### src/rtl/ctl_pkg.sv
// Shared encodings for the instruction control decoder.
// Assumes 6-bit operation and function fields and a 4-bit ALU function code.
package ctl_pkg;
    localparam int OPC_W = 6;
    localparam int FN_W  = 6;
    localparam int ALU_W = 4;
    localparam int CLS_W = 2;

    localparam logic [OPC_W-1:0] OPC_REG   = 6'h00;
    localparam logic [OPC_W-1:0] OPC_LOAD  = 6'h23;
    localparam logic [OPC_W-1:0] OPC_STORE = 6'h2B;
    localparam logic [OPC_W-1:0] OPC_BEQ   = 6'h04;

    localparam logic [FN_W-1:0] FN_ADD = 6'h20;
    localparam logic [FN_W-1:0] FN_SUB = 6'h22;
    localparam logic [FN_W-1:0] FN_AND = 6'h24;
    localparam logic [FN_W-1:0] FN_OR  = 6'h25;

    typedef enum logic [CLS_W-1:0] {
        CLS_MEM  = 2'b00,
        CLS_BR   = 2'b01,
        CLS_REG  = 2'b10,
        CLS_NONE = 2'b11
    } op_class_e;

    typedef enum logic [ALU_W-1:0] {
        ALU_AND = 4'b0000,
        ALU_OR  = 4'b0001,
        ALU_ADD = 4'b0010,
        ALU_SUB = 4'b0110
    } alu_fn_e;

    typedef struct packed {
        logic      wr_sel_rd;
        logic      opb_sel_imm;
        logic      wb_sel_mem;
        logic      rf_we;
        logic      dmem_re;
        logic      dmem_we;
        logic      br_eq;
        op_class_e cls;
    } main_ctl_t;
endpackage

### src/rtl/ctl_main_dec.sv
// Primary decoder: maps the operation field to datapath steering, enables and
// an operation class. Assumes nothing beyond the operation field; unknown
// codes produce an all-disabled bundle with the reserved class.
module ctl_main_dec
    import ctl_pkg::*;
(
    input  logic [OPC_W-1:0] opcode,
    output main_ctl_t        ctl
);
    // Decode the operation field into the control bundle.
    always_comb begin
        ctl = '{wr_sel_rd: 1'b0, opb_sel_imm: 1'b0, wb_sel_mem: 1'b0,
                rf_we: 1'b0, dmem_re: 1'b0, dmem_we: 1'b0, br_eq: 1'b0,
                cls: CLS_NONE};
        case (opcode)
            OPC_REG: begin
                ctl.wr_sel_rd = 1'b1;
                ctl.rf_we     = 1'b1;
                ctl.cls       = CLS_REG;
            end
            OPC_LOAD: begin
                ctl.opb_sel_imm = 1'b1;
                ctl.wb_sel_mem  = 1'b1;
                ctl.rf_we       = 1'b1;
                ctl.dmem_re     = 1'b1;
                ctl.cls         = CLS_MEM;
            end
            OPC_STORE: begin
                ctl.opb_sel_imm = 1'b1;
                ctl.dmem_we     = 1'b1;
                ctl.cls         = CLS_MEM;
            end
            OPC_BEQ: begin
                ctl.br_eq = 1'b1;
                ctl.cls   = CLS_BR;
            end
            default: ;
        endcase
    end
endmodule

### src/rtl/ctl_alu_dec.sv
// Second-level decoder: turns the operation class and the function field into
// an ALU function code and flags whether the function field was recognised.
// The function field is only consulted for the register-to-register class.
module ctl_alu_dec
    import ctl_pkg::*;
(
    input  op_class_e         cls,
    input  logic [FN_W-1:0]   funct,
    output logic [ALU_W-1:0]  alu_fn,
    output logic              fn_ok
);
    // Select the ALU function from the class, deferring to funct when needed.
    always_comb begin
        alu_fn = ALU_ADD;
        fn_ok  = 1'b1;
        case (cls)
            CLS_MEM: alu_fn = ALU_ADD;
            CLS_BR:  alu_fn = ALU_SUB;
            CLS_REG: begin
                case (funct)
                    FN_ADD:  alu_fn = ALU_ADD;
                    FN_SUB:  alu_fn = ALU_SUB;
                    FN_AND:  alu_fn = ALU_AND;
                    FN_OR:   alu_fn = ALU_OR;
                    default: fn_ok  = 1'b0;
                endcase
            end
            default: alu_fn = ALU_ADD;
        endcase
    end
endmodule

### src/rtl/ctl_decode_top.sv
// Instruction control decoder top: chains the primary and ALU decoders and
// suppresses every side effect of a register-to-register instruction whose
// function field is unsupported. Purely combinational.
module ctl_decode_top
    import ctl_pkg::*;
(
    input  logic [OPC_W-1:0] opcode,
    input  logic [FN_W-1:0]  funct,
    output logic             wr_sel_rd,
    output logic             opb_sel_imm,
    output logic             wb_sel_mem,
    output logic             rf_we,
    output logic             dmem_re,
    output logic             dmem_we,
    output logic             br_eq,
    output logic [CLS_W-1:0] op_class,
    output logic [ALU_W-1:0] alu_fn
);
    main_ctl_t          main_ctl;
    logic               fn_ok;
    logic [ALU_W-1:0]   fn_code;

    ctl_main_dec i_main (
        .opcode (opcode),
        .ctl    (main_ctl)
    );

    ctl_alu_dec i_alu (
        .cls    (main_ctl.cls),
        .funct  (funct),
        .alu_fn (fn_code),
        .fn_ok  (fn_ok)
    );

    // Drive the outputs, gating side effects when the function is unknown.
    always_comb begin
        wr_sel_rd   = main_ctl.wr_sel_rd;
        opb_sel_imm = main_ctl.opb_sel_imm;
        wb_sel_mem  = main_ctl.wb_sel_mem;
        rf_we       = main_ctl.rf_we & fn_ok;
        dmem_re     = main_ctl.dmem_re & fn_ok;
        dmem_we     = main_ctl.dmem_we & fn_ok;
        br_eq       = main_ctl.br_eq & fn_ok;
        op_class    = main_ctl.cls;
        alu_fn      = fn_code;
    end
endmodule

### config.mk
export PLATFORM = sky130hd
export DESIGN_NAME = ctl_decode_top
export DESIGN_NICKNAME = d
export VERILOG_FILES = /design/src/rtl/ctl_pkg.sv /design/src/rtl/ctl_main_dec.sv /design/src/rtl/ctl_alu_dec.sv /design/src/rtl/ctl_decode_top.sv
export SDC_FILE = /design/constraint.sdc
export NUM_CORES = 1
export LEC_CHECK = 0
export BUFFER_PORTS_ARGS = -buffer_cell sky130_fd_sc_hd__buf_4
export CORE_AREA = 2 2 39 41
export DETAILED_ROUTE_END_ITERATION = 16
export DIE_AREA = 0 0 41 43
export GPL_TIMING_DRIVEN = 1
export MAX_ROUTING_LAYER = met4
export SETUP_SLACK_MARGIN = 0.15
export SLEW_MARGIN = 25
export SYNTH_ARGS = -nofsm -noshare
export SYNTH_HDL_FRONTEND = slang
export SYNTH_SLANG_ARGS = --single-unit
### constraint.sdc
create_clock -name vclk -period 1.9
set_input_delay 0.095 -clock vclk [all_inputs]
set_output_delay 0.095 -clock vclk [all_outputs]
set_load 0.005 [all_outputs]
==> results.py <==
metrics = {
    "floorplanning": {
        "design.core.area_um2": 1380,
        "initial_utilization_pct": 17.0,
        "full_die_area_um2": 1760,
        "io_pins": 25,
        "fp-row-count": 14,
        "fp.dieW_um": 41,
        "die_y_um": 43,
    },
    "timing": {
        "fmax_mhz": 596,
        "final_max_slew_viol_count": 0,
        "rsz0062_at_grt": "true",
        "finalHoldWorstSlack_ps": 514,
        "layout_worst_path_cycle_share_pct": 88.3,
        "setup-violations-final": 0,
        "setup_slack_ps": 222,
        "final_hold_viol_count": 0,
        "setup_tns_ps": 0,
        "finalCriticalPeriod_ps": 1680,
    },
    "final_layout": {
        "area.growth.synth_to_final_pct": 87.8,
        "antenna-diode-count": 0,
        "drive_gt1_share_pct": 54.4,
        "count_of_nets_after_finishing": 73,
        "seqCellArea_um2": 0,
        "seq_cell_count": 0,
        "clockBufferCount": 0,
        "final.fill_count": 167,
        "commonest_cells_after_routing_fill_and_taps_aside": "sky130_fd_sc_hd__buf_4, sky130_fd_sc_hd__nor2_1, sky130_fd_sc_hd__inv_1, sky130_fd_sc_hd__nand2_1",
        "layout_commonest_cell": "sky130_fd_sc_hd__buf_4",
    },
    "detailed_routing": {
        "via_per_inst": 4.41,
        "vias": 322,
        "wl_per_instance_um": 10.3,
        "drtIter0Drc": 4,
        "antenna_violating_nets_post_route": 0,
        "detailedRoute.firstPassIterationCount": 4,
        "remaining_drc_errors": 0,
        "finalWirelength_um": 754,
    },
    "grt": {
        "largest_net_degree_at_the_start_of_global_routing": 6,
        "overflow": 0,
        "antenna_found_initial": 0,
        "number_of_global_route_vias_before_repair": 276,
        "grt_util_all_layers_pct": 8.19,
        "wire_length_of_the_first_global_routing_pass_um": 1070,
    },
    "setup_path": {
        "crit_arrival_ps": 1580,
        "required_time_worst_endpoint_ps": 1800,
        "critPathMaxFanout": 3,
        "setup.worst_path.start_class": "primary input",
        "timing.critical_path.to_type": "output pin",
        "worst-setup-path-type": "primary input to output pin",
    },
    "placed_design": {
        "placer_congestion": 0.698,
        "hpwlAfterDp_um": 623,
        "numPortBuffers": 24,
        "post-place-ws_ps": 171,
    },
    "power": {
        "leakagePower_nw": 0.250,
        "power_density_nw_per_um2": 121,
        "p_sw_mw": 0.0230,
        "power.combinational.fraction_pct": 100.0,
        "clk_pwr_share_pct": 0,
        "switching_share_pct": 42.9,
        "pwr-share-seq_pct": 0,
        "design_power_total_mw": 0.0535,
        "internal_power_mw": 0.0306,
        "peakVddDrop_mv": 0.0575,
    },
    "logic_synthesis": {
        "post_synth.cell_area_avg_um2": 7.13,
        "yosysWarnings": 0,
        "synth_cells": 33,
        "number_of_unique_standard_cell_types_used_by_synthesis": 21,
        "syn-cell-area_um2": 235,
        "postSynthNetCount": 47,
        "synth_seq_area_share_pct": 0,
    },
    "clock_network": {
        "post_cts_setup_buffers": 0,
    },
    "outcome": {
        "status": "complete, no violations",
    },
    "hold_path": {
        "hold_path.class": "primary input to output pin",
    },
    "run": {
        "cap_viol_max_count": 0,
    },
}
==> critical path: stages <==
cell	delay, ps
sky130_fd_sc_hd__buf_4	130
sky130_fd_sc_hd__nor4b_2	320
sky130_fd_sc_hd__a21oi_1	150
sky130_fd_sc_hd__ha_1	310
sky130_fd_sc_hd__inv_1	50
sky130_fd_sc_hd__and3_1	150
sky130_fd_sc_hd__a32o_1	250
sky130_fd_sc_hd__buf_4	130
==> per-layer routing <==
metal	vias up	track usage, %	routed length [um]
li1	164	-	-
met1	138	10.8	299
met2	20	14.4	371
met3	0	0	82
met4	0	0	0
met5	-	-	0
==> layout make-up <==
cell class	instances	area (um2)	area share (%)
inverters	3	11.3	2.55
well taps	16	20.0	4.53
repair buffers	25	188	42.5
multi-input cells	29	223	50.4
==> Yosys cell counts <==
master / n / area (um2)
sky130_fd_sc_hd__a21boi_2: 1 / 11.3
sky130_fd_sc_hd__and3b_1: 1 / 8.76
sky130_fd_sc_hd__a211o_1: 1 / 8.76
sky130_fd_sc_hd__buf_4: 1 / 7.51
sky130_fd_sc_hd__nor4b_1: 1 / 8.76
sky130_fd_sc_hd__ha_1: 2 / 25.0
sky130_fd_sc_hd__or3_4: 1 / 11.3
sky130_fd_sc_hd__nand4b_4: 1 / 23.8
sky130_fd_sc_hd__nand2_1: 3 / 11.3
sky130_fd_sc_hd__nor4_1: 1 / 6.26
sky130_fd_sc_hd__a32o_1: 1 / 10.0
sky130_fd_sc_hd__nor3b_2: 1 / 12.5
sky130_fd_sc_hd__and3_1: 2 / 12.5
sky130_fd_sc_hd__inv_1: 3 / 11.3
sky130_fd_sc_hd__a21oi_1: 1 / 5.00
sky130_fd_sc_hd__o21ai_0: 2 / 10.0
sky130_fd_sc_hd__conb_1: 1 / 3.75
sky130_fd_sc_hd__nor2_1: 6 / 22.5
sky130_fd_sc_hd__a21oi_2: 1 / 8.76
sky130_fd_sc_hd__mux2i_1: 1 / 10.0
sky130_fd_sc_hd__nor2b_1: 1 / 6.26
==> final timing paths <==
path	from	end	slack (ps)	cells after the start
worst max-delay path	opcode[5]	alu_fn[2]	220	8
worst min-delay path	funct[0]	alu_fn[0]	510	3
==> power by group through the flow <==
stage,Combinational (mW),Sequential (mW),Clock [mW]
2_1_floorplan,0.0188,0,0
3_3_place_gp,0.0516,0,0
3_5_place_dp,0.0521,0,0
4_1_cts,0.0524,0,0
5_1_grt,0.0592,0,0
6_report,0.0535,0,0
==> cell families after synthesis <==
logic type	count (synthesis)	share of synthesized area [%]
adders and majority gates	2	10.6
muxes	1	4.26
other	1	1.59
buffers and inverters	4	7.98
and+or+nand+nor	18	52.7
AOI/OAI and AO/OA	7	22.9
==> timing repair <==
item | 4_1_cts | 5_1_grt
hold buffers | 0 | 0
gates resized for setup | 0 | 1
setup endpoints to repair | 0 | 3
==> metrics by stage <==
step                      std cells  cell area, um2  utilization [%]
after detailed placement         73             435             31.5
after global routing             73             442             31.9
after floorplan                  33             235                -
final                            73             442             31.9
after CTS                        73             435             31.5
after global placement           73             435             31.5
No activity file was read; power rests on OpenSTA's default activity.
